--- config.mk ---
export PLATFORM = sky130hd
export DESIGN_NAME = switch_boot_sequencer
export DESIGN_NICKNAME = d
export VERILOG_FILES = /design/src/rtl/swboot_pkg.sv /design/src/rtl/ms_tick_gen.sv /design/src/rtl/rst_pulse_ctrl.sv /design/src/rtl/boot_write_seq.sv /design/src/rtl/switch_boot_sequencer.sv
export SDC_FILE = /design/constraint.sdc
export NUM_CORES = 1
export LEC_CHECK = 0
export BUFFER_PORTS_ARGS = -buffer_cell sky130_fd_sc_hd__buf_2
export CAP_MARGIN = 20
export CORE_MARGIN = 2
export CORE_UTILIZATION = 30
export DETAILED_ROUTE_END_ITERATION = 10
export SYNTH_ARGS = -nofsm -noshare
export SYNTH_HDL_FRONTEND = slang
export SYNTH_SLANG_ARGS = --single-unit
--- constraint.sdc ---
create_clock -name clk -period 5.9 [get_ports clk]
set_input_delay 0.885 -clock clk [delete_from_list [all_inputs] [get_ports clk]]
set_output_delay 0.885 -clock clk [all_outputs]
set_load 0.005 [all_outputs]
--- src/rtl/swboot_pkg.sv ---
package swboot_pkg;
  localparam int unsigned BOOT_WRITES = 7;
  localparam int unsigned IDX_W       = $clog2(BOOT_WRITES);
  localparam int unsigned TAG_PORT    = 5;

  typedef enum logic [1:0] {PH_OFF, PH_HOLD_HI, PH_HOLD_LO, PH_STRAP} rst_phase_e;
  typedef enum logic [2:0] {ST_IDLE, ST_PULSE, ST_PROBE, ST_WRITE, ST_DONE} top_state_e;

  // Address of the idx-th default write: six port registers, then mode register
  function automatic logic [7:0] boot_addr(input logic [IDX_W-1:0] idx);
    logic [7:0] a;
    case (idx)
      3'd0:    a = 8'h01;
      3'd1:    a = 8'h03;
      3'd2:    a = 8'h05;
      3'd3:    a = 8'h07;
      3'd4:    a = 8'h08;
      3'd5:    a = 8'h09;
      default: a = 8'h11;
    endcase
    return a;
  endfunction

  // Data of the idx-th default write
  function automatic logic [15:0] boot_data(input logic [IDX_W-1:0] idx);
    logic [15:0] d;
    if (idx == IDX_W'(BOOT_WRITES - 1)) d = 16'hFF30;
    else begin
      d = 16'h800F;
      if (idx == IDX_W'(TAG_PORT)) d = d | 16'h0010;
    end
    return d;
  endfunction

  function automatic logic chip_missing(input logic [15:0] v);
    return (v == 16'h0000) || (v == 16'hFFFF);
  endfunction
endpackage

--- src/rtl/ms_tick_gen.sv ---
module ms_tick_gen #(
  parameter int unsigned CLKS_PER_MS = 125000
) (
  input  logic clk,
  input  logic rst_n,
  input  logic en_i,
  output logic tick_o
);
  localparam int unsigned CW = (CLKS_PER_MS > 1) ? $clog2(CLKS_PER_MS) : 1;
  localparam logic [CW-1:0] LIM = CW'(CLKS_PER_MS - 1);

  logic [CW-1:0] cyc_q;

  assign tick_o = en_i && (cyc_q == LIM);

  always_ff @(posedge clk) begin
    if (!rst_n)      cyc_q <= '0;
    else if (!en_i)  cyc_q <= '0;
    else if (tick_o) cyc_q <= '0;
    else             cyc_q <= cyc_q + 1'b1;
  end

  generate
    if (CLKS_PER_MS > 1) begin : g_gap
      AST_TICK_SPACED: assert property (@(posedge clk) disable iff (!rst_n)
        tick_o |=> !tick_o);
    end
  endgenerate
  AST_CYC_IN_RANGE: assert property (@(posedge clk) disable iff (!rst_n)
    cyc_q <= LIM);
endmodule

--- src/rtl/rst_pulse_ctrl.sv ---
module rst_pulse_ctrl
  import swboot_pkg::*;
#(
  parameter int unsigned HOLD_HI_MS = 20,
  parameter int unsigned HOLD_LO_MS = 100,
  parameter int unsigned STRAP_MS   = 30
) (
  input  logic       clk,
  input  logic       rst_n,
  input  logic       launch_i,
  input  logic       tick_i,
  output rst_phase_e phase_o,
  output logic       active_o,
  output logic       fin_o
);
  localparam int unsigned MAX_A = (HOLD_HI_MS > HOLD_LO_MS) ? HOLD_HI_MS : HOLD_LO_MS;
  localparam int unsigned MAXMS = (MAX_A > STRAP_MS) ? MAX_A : STRAP_MS;
  localparam int unsigned MW    = (MAXMS > 1) ? $clog2(MAXMS) : 1;

  rst_phase_e  phase_q;
  logic [MW-1:0] ms_q;
  logic [MW-1:0] cur_lim;
  logic          last_ms;

  always_comb begin
    case (phase_q)
      PH_HOLD_HI: cur_lim = MW'(HOLD_HI_MS - 1);
      PH_HOLD_LO: cur_lim = MW'(HOLD_LO_MS - 1);
      PH_STRAP:   cur_lim = MW'(STRAP_MS - 1);
      default:    cur_lim = '0;
    endcase
    last_ms = tick_i && (ms_q == cur_lim);
  end

  assign phase_o  = phase_q;
  assign active_o = (phase_q != PH_OFF);
  assign fin_o    = (phase_q == PH_STRAP) && last_ms;

  always_ff @(posedge clk) begin
    if (!rst_n) begin
      phase_q <= PH_OFF;
      ms_q    <= '0;
    end else if (phase_q == PH_OFF) begin
      if (launch_i) phase_q <= PH_HOLD_HI;
      ms_q <= '0;
    end else if (last_ms) begin
      ms_q <= '0;
      case (phase_q)
        PH_HOLD_HI: phase_q <= PH_HOLD_LO;
        PH_HOLD_LO: phase_q <= PH_STRAP;
        default:    phase_q <= PH_OFF;
      endcase
    end else if (tick_i) begin
      ms_q <= ms_q + 1'b1;
    end
  end

  AST_MS_BOUND: assert property (@(posedge clk) disable iff (!rst_n)
    active_o |-> (ms_q <= cur_lim));
  AST_HI_THEN_LO: assert property (@(posedge clk) disable iff (!rst_n)
    (phase_q == PH_HOLD_HI) |=> (phase_q inside {PH_HOLD_HI, PH_HOLD_LO}));
  AST_LO_THEN_STRAP: assert property (@(posedge clk) disable iff (!rst_n)
    (phase_q == PH_HOLD_LO) |=> (phase_q inside {PH_HOLD_LO, PH_STRAP}));
endmodule

--- src/rtl/boot_write_seq.sv ---
module boot_write_seq
  import swboot_pkg::*;
(
  input  logic        clk,
  input  logic        rst_n,
  input  logic        launch_i,
  input  logic        wr_done_i,
  output logic        wr_req_o,
  output logic [7:0]  wr_addr_o,
  output logic [15:0] wr_data_o,
  output logic        fin_o
);
  logic             req_q;
  logic             gap_q;
  logic [IDX_W-1:0] idx_q;
  logic             last_entry;
  logic             accepted;

  assign last_entry = (idx_q == IDX_W'(BOOT_WRITES - 1));
  assign accepted   = req_q && wr_done_i;
  assign fin_o      = accepted && last_entry;
  assign wr_req_o   = req_q;
  assign wr_addr_o  = boot_addr(idx_q);
  assign wr_data_o  = boot_data(idx_q);

  always_ff @(posedge clk) begin
    if (!rst_n) begin
      req_q <= 1'b0;
      gap_q <= 1'b0;
      idx_q <= '0;
    end else if (launch_i) begin
      req_q <= 1'b1;
      gap_q <= 1'b0;
      idx_q <= '0;
    end else if (accepted) begin
      req_q <= 1'b0;
      if (!last_entry) begin
        gap_q <= 1'b1;
        idx_q <= idx_q + 1'b1;
      end
    end else if (gap_q) begin
      gap_q <= 1'b0;
      req_q <= 1'b1;
    end
  end

  AST_REQ_HOLD: assert property (@(posedge clk) disable iff (!rst_n)
    (req_q && !wr_done_i) |=> (req_q && $stable(wr_addr_o) && $stable(wr_data_o)));
  AST_REQ_RELEASE: assert property (@(posedge clk) disable iff (!rst_n)
    accepted |=> !req_q);
  AST_IDX_RANGE: assert property (@(posedge clk) disable iff (!rst_n)
    idx_q < IDX_W'(BOOT_WRITES));
endmodule

--- src/rtl/switch_boot_sequencer.sv ---
module switch_boot_sequencer
  import swboot_pkg::*;
#(
  parameter int unsigned CLKS_PER_MS = 125000,
  parameter int unsigned HOLD_HI_MS  = 20,
  parameter int unsigned HOLD_LO_MS  = 100,
  parameter int unsigned STRAP_MS    = 30
) (
  input  logic        clk,
  input  logic        rst_n,
  input  logic        start_i,
  output logic        rst_line_o,
  output logic        pin_oe_o,
  output logic        pin_sclk_o,
  output logic        pin_sdat_o,
  output logic        probe_req_o,
  input  logic [15:0] probe_data_i,
  input  logic        probe_done_i,
  output logic        wr_req_o,
  output logic [7:0]  wr_addr_o,
  output logic [15:0] wr_data_o,
  input  logic        wr_done_i,
  output logic        busy_o,
  output logic        complete_o,
  output logic        chip_absent_o
);
  top_state_e state_q;
  rst_phase_e phase;
  logic       ms_tick;
  logic       pulse_active;
  logic       pulse_fin;
  logic       pulse_launch;
  logic       wr_launch;
  logic       wr_fin;
  logic       probe_hit;
  logic       complete_q;
  logic       absent_q;

  assign pulse_launch = start_i && (state_q inside {ST_IDLE, ST_DONE});
  assign probe_hit    = (state_q == ST_PROBE) && probe_done_i;
  assign wr_launch    = probe_hit && !chip_missing(probe_data_i);

  ms_tick_gen #(.CLKS_PER_MS(CLKS_PER_MS)) u_tick (
    .clk(clk), .rst_n(rst_n), .en_i(pulse_active), .tick_o(ms_tick)
  );

  rst_pulse_ctrl #(
    .HOLD_HI_MS(HOLD_HI_MS), .HOLD_LO_MS(HOLD_LO_MS), .STRAP_MS(STRAP_MS)
  ) u_pulse (
    .clk(clk), .rst_n(rst_n), .launch_i(pulse_launch), .tick_i(ms_tick),
    .phase_o(phase), .active_o(pulse_active), .fin_o(pulse_fin)
  );

  boot_write_seq u_writer (
    .clk(clk), .rst_n(rst_n), .launch_i(wr_launch), .wr_done_i(wr_done_i),
    .wr_req_o(wr_req_o), .wr_addr_o(wr_addr_o), .wr_data_o(wr_data_o),
    .fin_o(wr_fin)
  );

  always_ff @(posedge clk) begin
    if (!rst_n) begin
      state_q    <= ST_IDLE;
      complete_q <= 1'b0;
      absent_q   <= 1'b0;
    end else begin
      case (state_q)
        ST_IDLE, ST_DONE: if (pulse_launch) begin
          state_q    <= ST_PULSE;
          complete_q <= 1'b0;
          absent_q   <= 1'b0;
        end
        ST_PULSE: if (pulse_fin) state_q <= ST_PROBE;
        ST_PROBE: if (probe_hit) begin
          if (wr_launch) state_q <= ST_WRITE;
          else begin
            state_q    <= ST_DONE;
            absent_q   <= 1'b1;
            complete_q <= 1'b1;
          end
        end
        ST_WRITE: if (wr_fin) begin
          state_q    <= ST_DONE;
          complete_q <= 1'b1;
        end
        default: state_q <= ST_IDLE;
      endcase
    end
  end

  assign rst_line_o    = (phase != PH_HOLD_LO);
  assign pin_oe_o      = (phase == PH_STRAP);
  assign pin_sclk_o    = (phase == PH_STRAP);
  assign pin_sdat_o    = 1'b0;
  assign probe_req_o   = (state_q == ST_PROBE);
  assign busy_o        = state_q inside {ST_PULSE, ST_PROBE, ST_WRITE};
  assign complete_o    = complete_q;
  assign chip_absent_o = absent_q;

  AST_ONE_REQ: assert property (@(posedge clk) disable iff (!rst_n)
    !(probe_req_o && wr_req_o));
  AST_ABSENT_QUIET: assert property (@(posedge clk) disable iff (!rst_n)
    chip_absent_o |-> !wr_req_o);
  AST_STRAP_RST_HIGH: assert property (@(posedge clk) disable iff (!rst_n)
    pin_oe_o |-> rst_line_o);
  AST_LOW_WHILE_BUSY: assert property (@(posedge clk) disable iff (!rst_n)
    !rst_line_o |-> busy_o);
  AST_DONE_NOT_BUSY: assert property (@(posedge clk) disable iff (!rst_n)
    complete_o |-> !busy_o);
  AST_START_IGNORED: assert property (@(posedge clk) disable iff (!rst_n)
    (busy_o && start_i && (phase == PH_HOLD_LO)) |=> (phase inside {PH_HOLD_LO, PH_STRAP}));
endmodule

-- Yosys cells after proc, flatten, opt, wreduce, memory -nomap -nowiden
Cells that the tools add are included.
- $add $sub $neg: 3
- equality and inequality tests: 23
- mux-type cells: 23
- bitwise gates (word level): 4
- reductions and logical operators: 31
- operator list (cell ; number):
    $pmux W5 S6 ; 1
    $pmux W7 S3 ; 1
    $add A17 B1 Y17 const B ; 1
    $eq A17 B17 Y1 const B ; 1
    $eq A16 B16 Y1 const B ; 1
    $logic_not A16 Y1 ; 1
    $mux W16 ; 1
    $mux W3 ; 5
    $eq A3 B2 Y1 const B ; 4
    $eq A3 B3 Y1 const B ; 4
    $pmux W3 S4 ; 1
    $ne A2 B2 Y1 const B ; 5
    $reduce_bool A3 Y1 ; 3
    $reduce_or A3 Y1 ; 3
    $logic_and A1 B1 Y1 ; 8
    $reduce_and A4 Y1 ; 2
    $reduce_bool A2 Y1 ; 4
    $add A7 B1 Y7 const B ; 1
    $eq A7 B7 Y1 ; 1
    $mux W1 ; 7
    $eq A3 B1 Y1 const B ; 2
    $logic_not A3 Y1 ; 2
    $mux W2 ; 3
    $mux W5 ; 1
    other kinds (14) ; 21
- flip-flop bits (word level): 36
- bits of input ports: 21

-- Depth between registers and ports, before layout
- word-level depth: 7
- gate-level depth with buffers: 9

-- Cells and area by module
From an unflattened synthesis, not the netlist that was laid out.
- cell total of the unflattened synthesis: 255
- area, all modules: 2195.9 sq um
- by module, submodules not included (module ; times used ; cells an instance ; area each (sq um)):
    ms_tick_gen ; 1 ; 88 ; 789.5
    rst_pulse_ctrl ; 1 ; 61 ; 536.8
    boot_write_seq ; 1 ; 57 ; 436.7
    switch_boot_sequencer ; 1 ; 49 ; 432.9

-- Worst setup path after synthesis
Ideal clock, no wire load.
- path type: register to register
- start: reg u_pulse.phase_q[0], in the netlist u_pulse.phase_o[0]
- end: reg u_pulse.ms_q[6]
- library setup time: 0.072 ns
- arrival: 2.135 ns
- path slack: 3.693 ns
- cell stages (with the launch flop): 8
- path buffers: 0
- path through: dfxtp_1 -> inv_1 -> ha_1 -> or4b_1 -> nor3_2 -> nand4_1 -> or4_1 -> a21oi_1
- word-level cells in the longest chain between the ends: 5
- RTL lines (element ; line ; source):
    from (decl) ; rst_pulse_ctrl.sv:20 ; rst_phase_e phase_q;
    from (signal assigned) ; rst_pulse_ctrl.sv:41 ; phase_q <= PH_OFF;
    from (signal assigned) ; rst_pulse_ctrl.sv:44 ; if (launch_i) phase_q <= PH_HOLD_HI;
    from (signal assigned) ; rst_pulse_ctrl.sv:49 ; PH_HOLD_HI: phase_q <= PH_HOLD_LO;
    $eq A2 B2 Y1 / $eq A2 B1 Y1 (equally long branches) ; rst_pulse_ctrl.sv:26 ; case (phase_q)
    $pmux W7 S3 ; rst_pulse_ctrl.sv:26 ;
    $eq A7 B7 Y1 ; rst_pulse_ctrl.sv:32 ; last_ms = tick_i && (ms_q == cur_lim);
    $logic_and A1 B1 Y1 ; rst_pulse_ctrl.sv:32 ;
    $reduce_or A3 Y1 (no line) ; - ;
    to (signal assigned) ; rst_pulse_ctrl.sv:54 ; ms_q <= ms_q + 1'b1;
    to (decl) ; rst_pulse_ctrl.sv:21 ; logic [MW-1:0] ms_q;
Several ways; a longest one is shown, not always the timed one.
A chain may end at the register's enable or synchronous reset.

-- Worst setup path in the final report
- start: reg u_pulse.phase_q[0], in the netlist u_pulse.phase_o[0]
- end: reg u_tick.cyc_q[2]
- word-level cells in the longest chain between the ends: 3
- RTL lines (element ; line ; source):
    $reduce_bool A2 Y1 (*) ; rst_pulse_ctrl.sv:36 ; assign active_o = (phase_q != PH_OFF);
    $logic_and A1 B1 Y1 / $not A1 Y1 (equally long branches) ; - ;
    $reduce_or A3 Y1 (no line) (*) ; - ;
    to (signal assigned) ; ms_tick_gen.sv:20 ; else cyc_q <= cyc_q + 1'b1;
    to (decl) ; ms_tick_gen.sv:12 ; logic [CW-1:0] cyc_q;
Every way passes the cells marked *; elsewhere a longest branch is shown, timed or not.

==> results by group <==
Status
  – Status: complete, no violations

Critical path
  – Critical path class: reg -> reg
  – Critical Path Sink Type: flop
  – R2R cell count: 7
  – Largest delay share family, worst path: simple AND/OR/NAND/NOR gates
  – Worst Path Required: 6.05 ns
  – Cell chain of the critical path: inv_1 > ha_1 > or4b_1 > nor3_2 > and2_2 > or3b_1 > nor2_1
  – Critical Path AT: 2.64 ns
  – CP max stage cell: or4b_1
  – CP bufs+invs: 1
  – Critical path depth: 7
  – Crit-path max cell delay: 0.51 ns
  – Worst-path maximum fanout: 17
  – Crit start category: flop

Pwr
  – Clock power frac: 36.5%
  – Worst VDD drop: 0.0811 mV
  – Pint: 0.342 mW
  – Comb power frac: 8.5%
  – Sw Share: 24.3%
  – Seq pwr share: 55.0%
  – Pleak: 0.887 nW
  – Switching power: 0.110 mW
  – P per Cell Area: 195 mW/mm^2

Die
  – Core footprint: 0.00672 sq mm
  – IO Pins: 54
  – Initial Util: 30.5%
  – Die area: 0.00751 sq mm
  – Die Width: 86.7 um
  – Std cell rows: 30
  – Chip height: 86.7 um

Global routing
  – First-pass GRT wire length: 7010 um
  – Antenna violations before repair: 0
  – Pin count of the biggest net entering global routing: 18
  – GRT Util Overall: 11.8%
  – Vias in the first global route: 1,612
  – Total grt overflow: 0

CTS
  – Num CTS Buffers: 5
  – Worst skew pair latency: 0.29 ns
  – H-tree lvl count: 2
  – Clock root cell: clkbuf_8
  – Cts hold-fix bufs: 0
  – CTS tree: done
  – # resized after CTS: 0
  – Clk sinks: 36
  – Clock-pin slew on the worst setup and hold paths: 0.07 ns
  – Max Buffers Root-to-Sink: 2
  – Buffer count from post-CTS setup fixing: 0

Routing
  – Post-route DRC violation count: 0
  – Routed WL: 4100 um
  – Initial DRC Count: 44
  – Via Count: 1,768
  – WL/cell: 11.3 um
  – Drt via density: 4.86
  – Detail Route Antenna Nets: 0
  – Pre-antenna DRT Iters: 4

Timing
  – F_max: 402 MHz
  – Hold Vio Cnt, Final: 0
  – Post-route setup slack: 3.41 ns
  – RSZ-0062 raised after global routing: no
  – Slew margin rel.: 61.9%
  – Final setup skew: 0.00794 ns
  – Period utilization: 42.1%
  – Slew Limit Fails: 0
  – Setup tns final: 0 ns
  – Finish-stage setup viols: 0
  – Tmin final: 2.49 ns
  – Worst-Margin Slew: 0.571 ns

Yosys
  – Ys Warns: 0
  – Post-synth EDFFs: 0
  – Ys flop type: dfxtp_1
  – Mapped cell area: 0.00205 sq mm
  – Share of the yosys chip area belonging to registers: 35.2%
  – Register bit count reported by yosys: 36
  – Yosys cell types: 47
  – Syn avg cell area: 8.26 sq um
  – Fraction of registers with async set/reset: 0%
  – Synth Instances: 248

Placed design
  – # placed instances: 357
  – Worst slack, placed: 3.42 ns
  – DP Area: 0.00224 sq mm
  – Hpwl dp: 3130 um
  – RePlAce Congestion: 0.835
  – IO Port Bufs: 46

Worst hold path
  – Worst Hold Path Cells: 1
  – Hold crit path type: reg -> reg

Layout
  – Multi-input logic area: 0.00114 sq mm
  – Share of layout cells above drive strength 1: 20.8%
  – Fillcell total: 733
  – Post-Layout Cell Count: 364
  – Ant. Diodes: 0
  – Cell area after layout: 0.00232 sq mm
  – Sequential Area: 721 sq um
  – Core Util, Final: 34.5%
  – # nets final: 314
  – Layout Area Growth over Synthesis: 13.1%

Job
  – Max Cap Viol: 0
==> power by group through the flow <==
stage | clock [mW] | combinational [mW] | sequential, mW
after floorplan | 0 | 0.0282 | 0.253
after global placement | 0 | 0.0381 | 0.254
after detailed placement | 0 | 0.0391 | 0.254
after CTS | 0.172 | 0.0392 | 0.248
after global routing | 0.184 | 0.0445 | 0.249
final | 0.165 | 0.0384 | 0.249
==> final cells by class <==
class	instances	share of cell area, %
clock buffer	6	3.13
clock inverter	1	0.216
inverter	12	1.94
multi-input combinational	183	49.4
sequential	36	31.1
tap	80	4.32
timing repair buffer	46	9.93
==> flip-flops by register name, summed over array words and instances, names as in the netlist <==
register	count
u_pulse.ms_q	7
state_q	3
u_pulse.phase_o	2
u_tick.cyc_q	17
u_writer.wr_req_o	1
u_writer.gap_q	1
u_writer.idx_q	3
complete_o	1
chip_absent_o	1
==> layer usage <==
metal,up-vias,GRT usage [%],routed length [um],part of all wire [%]
met5,-,0,0,0
met4,0,5.11,69,1.7
met3,5,4.10,239,5.8
met2,39,19.7,1840,45
met1,818,13.8,1960,48
li1,906,-,-,-
==> placed cells by master (no fill, tap or decap), drive strengths merged, types with 3 or more instances in the layout <==
cell type  synthesis  routed
o21ai              3       3
or4                3       3
buf               22      46
dfxtp             36      36
xnor2             13      13
nor4               6       6
nand3             16      16
or3                4       4
clkbuf             0       6
nand2             14      14
conb               2       7
a21oi              3       3
nand4             10      10
nor2              38      38
xor2              10      10
inv               12      12
ha                 9       9
nor2b              5       5
nor3              10      10
==> through the flow <==
stage	hold WS, ns	power [mW]
final	0.444	0.452
after global routing	0.490	0.478
after CTS	0.454	0.460
after detailed placement	0.436	0.293
after global placement	0.426	0.292
after floorplan	0.418	0.282
==> Yosys cell counts (4+ instances only) <==
cell type | number | area (sq um)
or3_1 | 4 | 25.0
nand4_1 | 10 | 62.6
nor4_1 | 5 | 31.3
buf_4 | 19 | 143
nand3_1 | 16 | 80.1
xnor2_1 | 13 | 114
nor3_1 | 9 | 45.0
nor2_1 | 38 | 143
xor2_1 | 10 | 87.6
inv_1 | 12 | 45.0
ha_1 | 9 | 113
nand2_1 | 14 | 52.6
dfxtp_1 | 36 | 721
nor2b_1 | 5 | 31.3
==> kinds of logic (layout without fill, tap and decap cells) <==
logic type | after synthesis | in the layout | synth area share, %
buffers and inverters | 34 | 65 | 9.89
adders and majority gates | 9 | 9 | 5.49
xor gates and xnor gates | 23 | 23 | 9.83
muxes | 2 | 2 | 0.977
other | 2 | 7 | 0.366
AOI/OAI and AO/OA | 21 | 21 | 7.14
and+or+nand+nor | 121 | 121 | 31.1
DFF | 36 | 36 | 35.2
==> path summary, 6_finish.rpt <==
| check | start | to | slack (ns) |
|---|---|---|---|
| worst max-delay path | u_pulse.phase_o[0]$_SDFFE_PN0P_ | u_tick.cyc_q[2]$_SDFF_PP0_ | 3.41 |
| worst min register to register | u_tick.cyc_q[0]$_SDFF_PP0_ | u_tick.cyc_q[0]$_SDFF_PP0_ | 0.44 |
| worst max register to register | u_pulse.phase_o[0]$_SDFFE_PN0P_ | u_tick.cyc_q[2]$_SDFF_PP0_ | 3.41 |
| worst min-delay path | u_tick.cyc_q[0]$_SDFF_PP0_ | u_tick.cyc_q[0]$_SDFF_PP0_ | 0.44 |
Power figures use the tool's default switching activity.
